$ cat src/rtl/sram_cycle_decode.sv
module sram_cycle_decode #(
  parameter int LANES = 4
) (
  input  logic             clk,
  input  logic             rst_n,
  input  logic             ce_main_n,
  input  logic             ce_hi,
  input  logic             ce_lo_n,
  input  logic             pstrb_n,
  input  logic             cstrb_n,
  input  logic             adv_n,
  input  logic             gwr_n,
  input  logic             bwr_n,
  input  logic [LANES-1:0] lane_wr_n,
  output logic             load_addr,
  output logic             adv_addr,
  output logic             desel,
  output logic             cyc_write,
  output logic [LANES-1:0] lane_we
);

  logic             in_burst;
  logic             chips_on;
  logic             p_go;
  logic             c_go;
  logic             start;
  logic             take;
  logic             drop;
  logic             wr_req;
  logic             wr_now;
  logic [LANES-1:0] wr_mask;

  assign chips_on = !ce_main_n && ce_hi && !ce_lo_n;
  assign p_go     = !pstrb_n && !ce_main_n;
  assign c_go     = !cstrb_n && !p_go;
  assign start    = p_go || c_go;
  assign take     = start && chips_on;
  assign drop     = start && !chips_on;

  assign wr_req  = !gwr_n || (!bwr_n && !(&lane_wr_n));
  assign wr_mask = !gwr_n ? {LANES{1'b1}} : (bwr_n ? {LANES{1'b0}} : ~lane_wr_n);
  assign wr_now  = take ? (c_go && wr_req) : (!start && in_burst && wr_req);

  always_ff @(posedge clk or negedge rst_n) begin
    if (!rst_n) begin
      in_burst  <= 1'b0;
      load_addr <= 1'b0;
      adv_addr  <= 1'b0;
      desel     <= 1'b0;
      cyc_write <= 1'b0;
      lane_we   <= '0;
    end else begin
      in_burst  <= start ? take : in_burst;
      load_addr <= take;
      adv_addr  <= !start && in_burst && !adv_n;
      desel     <= drop;
      cyc_write <= wr_now;
      lane_we   <= wr_now ? wr_mask : '0;
    end
  end

endmodule

$ cat config.mk
export PLATFORM = sky130hd
export DESIGN_NAME = sram_cycle_decode
export DESIGN_NICKNAME = d
export VERILOG_FILES = /design/src/rtl/sram_cycle_decode.sv
export SDC_FILE = /design/constraint.sdc
export NUM_CORES = 1
export LEC_CHECK = 0
export ABC_AREA = 1
export BUFFER_PORTS_ARGS = -buffer_cell sky130_fd_sc_hd__buf_2
export CORE_AREA = 5 5 42 44
export DETAILED_ROUTE_END_ITERATION = 12
export DIE_AREA = 0 0 47 49
export GPL_ROUTABILITY_DRIVEN = 0
export PLACE_DENSITY_LB_ADDON = 0.1
export SLEW_MARGIN = 5
export SYNTH_ARGS = -nofsm -noshare
export SYNTH_HDL_FRONTEND = slang
export SYNTH_SLANG_ARGS = --single-unit
$ cat constraint.sdc
create_clock -name clk -period 0.85 [get_ports clk]
set_input_delay 0.1275 -clock clk [delete_from_list [all_inputs] [get_ports clk]]
set_output_delay 0.1275 -clock clk [all_outputs]
set_load 0.05 [all_outputs]
======== Word-level counts from Yosys, hierarchy flattened ========
Index checks and enable logic that the tools add are counted.
word-level totals
  output and inout bits ................... 8
  register bits ........................... 9
operators by class
  multiplexer cells ....................... 4
  bitwise gates (word level) .............. 1
  reduce and logical (&&, ||, !) cells .... 25
operators with widths
  kind                 count
  $mux W4              3
  $logic_and A1 B1 Y1  11
  $logic_not A1 Y1     11
  $not A4 Y4           1
  $reduce_and A4 Y1    1
  $logic_or A1 B1 Y1   2
  $mux W1              1

======== Logic depth before layout (Yosys ltp) ========
  depth after elaboration ................. 10
  mapped depth ............................ 7
  depth with buffers taken out ............ 7

======== Worst setup path before layout ========
No wires, ideal clock.
  path type ............................... register -> register
  start point ............................. register in_burst
  end point ............................... register lane_we[0]
  buffers on the path ..................... 0
  setup slack ............................. 0.110 ns
  stages on the path, launching flop included .. 5
  required time ........................... 0.733 ns
  arrival time ............................ 0.624 ns
  path through ............................ dfrtp_1 > nand3_1 > nand2_2 > nand3_4 > nor2_1
between the ends
  word-level cells in the longest chain between the ends .. 4
ends and longest elaborated chain
  element                            line  RTL
  start: declaration                 22    logic in_burst;
  start signal: assignment           53    in_burst <= start ? take : in_burst;
  $logic_and A1 B1 Y1 (2 in series)  42    assign wr_now = take ? (c_go && wr_req) : (!start && in_burst && wr_req);
  $mux W1                            42
  $mux W4                            58    lane_we <= wr_now ? wr_mask : '0;
  end signal: assignment             58
  end: declaration                   19    output logic [LANES-1:0] lane_we
No other way between the ends.
A chain may end at the register's enable or synchronous reset.

======== Worst setup path after layout ========
  start point ............................. register adv_addr
  end point ............................... output adv_addr
RTL lines
  element                   line  RTL
  start: declaration        16    output logic adv_addr,
  start signal: assignment  55    adv_addr <= !start && in_burst && !adv_n;
No word-level cell between the ends.

==> qor.txt <==
CP Capture Type - output port
Final Cycle Share - 107%
register share of total power - 47.7%
top cells by count, synth - nor2_1, dfrtp_1, nand2_1
post-layout worst setup margin - -0.0635 ns
Power Density - 1580 mW/mm2
Psw - 0.000252 W
Synth top area share - 59.0%
CP required - 0.72 ns
Hold Vio Cnt, Final - 0
final net count - 83
Num CTS Buffers - 3
clock-pin slew on the worst setup and hold paths - 0.05 ns
Reg2Reg Setup Slack - 0.07 ns
Max-slew headroom - 87.6%
global-route wire length before repair - 1170 um
dpl hpwl - 655 um
top post-synthesis cells by area - dfrtp_1, nor2_1, nand2_1, inv_1, nand2_2
H-tree Lvls - 1
max-cap viol count - 0
area leader, netlist - dfrtp_1
Clock Tree Buf Depth - 2
wl on met1 - 294 um
Layout Skew - 0.000930 ns
RSZ-0062 raised after global routing - true
crit-path max FO - 1
initial antenna violation count - 0
RR Endpoint - lane_we[3]$_DFF_PN0_
DR iter-0 viols - 0
syn nets - 56
number of flops mapped to enable cells by yosys - 0
worst skew pair latency - 0.25 ns
Slew Limit Fails - 0
sequential fraction of the synthesis area - 59.0%
GRT Total Usage - 7.68%
Die X-Extent - 47 um
Min-Delay Endpoint - adv_addr$_DFF_PN0_
Post-Route WL - 735 um
ANT nets after route - 0
area grow syn2layout - 57.4%
Die Area - 0.00230 mm2
violated checks - negative setup slack
fmax - 1090 MHz
fillers - 154
# IOs - 22
Clk pwr share - 32.2%
Detailed Routing Iterations Pass 1 - 1
Pwr Total - 0.000951 W
Synth cell types - 11
Critical Path AT - 0.79 ns
Buf/Inv on CP - 1
status - finished, violations left
combinational power share - 20.1%
Hold WC Path Type - input pin to register
flops & latches, synth - 9
leakage - 0.339 nW
DR DRC count - 0
top cell family by delay on the critical path - flip-flops
asr flop ratio synth - 100%
most numerous cell in the Yosys netlist - nor2_1
WS Path Type - register to output port
share of layout cells above drive strength 1 - 47.1%
pin count of the biggest net entering global routing - 10
CTS tree - yes
metal2 WL - 302 um
setup TNS - -0.373 ns
Setup crit start kind - register
Setup-failing EPs final - 8
Core ar. - 0.00140 mm2
setup bufs post-CTS - 0
routed length per instance - 8.75 um
cells along the critical path - buf_6
synth warn - 0
Synth Area per Inst - 9.09 um2
Vias - 332
clock sink count - 9
vias in the first global route - 304
gate count of the mapped netlist - 42
Root Driver - clkbuf_4
worst-path cell with the longest stage delay - dfrtp_1
top_reg_cell synth - dfrtp_1
maximum VDD drop - 492 uV
Inserted Diodes - 0
Vias/cell - 3.95
hold path depth - 2
# rows - 14
worst r2r src - in_burst$_DFFE_PN0P_
initial core utilization - 27.2%
cell-internal power - 0.000699 W
IO buf count - 21
synthesized cell area - 382 um2
met3 wire len - 114 um
Reg2Reg Depth - 4
Switching Share - 26.5%
uppermost routed layer - met4
Worst-Margin Slew - 0.186 ns
Die Ht - 49 um
crit-path max cell delay - 0.38 ns
hold_sp - adv_n
Tmin final - 0.914 ns
grt ovf - 0
logic make-up after synthesis:
logic type      Yosys count  synth area share, %
buf+inv                   6                 5.90
simple gates             25                 32.5
flops                     9                 59.0
compound gates            2                 2.62
cell usage in the layout (no fill, tap or decap), drive strengths merged:
cell type	n
dfrtp	9
buf	21
nand2	9
inv	6
clkbuf	4
dlygate4sd3	1
nand3	2
a21oi	1
o21ai	1
nor2	14
registers in the layout, summed over array words and instances (netlist names):
register / count
in_burst: 1
adv_addr: 1
lane_we: 4
desel: 1
cyc_write: 1
load_addr: 1
final cells by class:
class	count	area (um2)	area share [%]
flip-flops and latches	9	225	37.5
repair buffers	22	165	27.5
multi-input cells	27	141	23.5
clock buffers	4	26.3	4.38
inverters	6	22.5	3.75
well taps	16	20.0	3.33
layer usage:
layer	vias up	GRT usage [%]
met2	21	8.82
li1	177	-
met5	-	0
met3	2	1.11
met4	0	11.1
met1	132	9.52
how the worst max path moves through the flow:
stage / start / end / depth (start not counted)
after global routing: adv_addr$_DFF_PN0_ / adv_addr / 1
after global placement: pstrb_n / lane_we[1]$_DFF_PN0_ / 8
after detailed placement: ce_main_n / lane_we[3]$_DFF_PN0_ / 8
after floorplan: in_burst$_DFFE_PN0P_ / lane_we[0]$_DFF_PN0_ / 4
final: adv_addr$_DFF_PN0_ / adv_addr / 1
after CTS: adv_addr$_DFF_PN0_ / adv_addr / 1
worst reg2reg max path: stages, from the launching register on:
cell     delay (ns)
dfrtp_1        0.34
nand3_2        0.09
nand2_2        0.09
nand3_4        0.09
nor2_1         0.10
per-stage QoR:
| stage | utilization [%] | area (um2) | std cells | hold slack, ns | worst slack, ns |
|---|---|---|---|---|---|
| 4_1_cts | 42.3 | 593 | 84 | 0.0264 | -0.0869 |
| 5_1_grt | 42.9 | 601 | 84 | 0.0242 | -0.103 |
| 2_1_floorplan | - | 382 | 42 | -0.168 | 0.110 |
| 3_5_place_dp | 36.2 | 507 | 79 | -0.0190 | -0.0123 |
| 3_3_place_gp | 36.2 | 507 | 79 | -0.0137 | -0.0179 |
| 6_report | 42.9 | 601 | 84 | 0.0318 | -0.0635 |
power by group through the flow:
stage	Combinational (W)	Clock, W	Sequential [W]
after global placement	0.000170	0	0.000458
after global routing	0.000209	0.000349	0.000455
after floorplan	0.0000471	0	0.000513
after detailed placement	0.000170	0	0.000458
after CTS	0.000192	0.000324	0.000454
final	0.000191	0.000306	0.000454
timing repair:
| action | CTS | global route |
|---|---|---|
| pin swaps | 0 | 1 |
| hold endpoints to repair | 9 | 0 |
| gates cloned | 0 | 0 |
| hold buffers | 1 | 0 |
| resized for setup | 16 | 2 |
| setup endpoints to repair | 8 | 11 |
(Power assumes the default switching activity.)
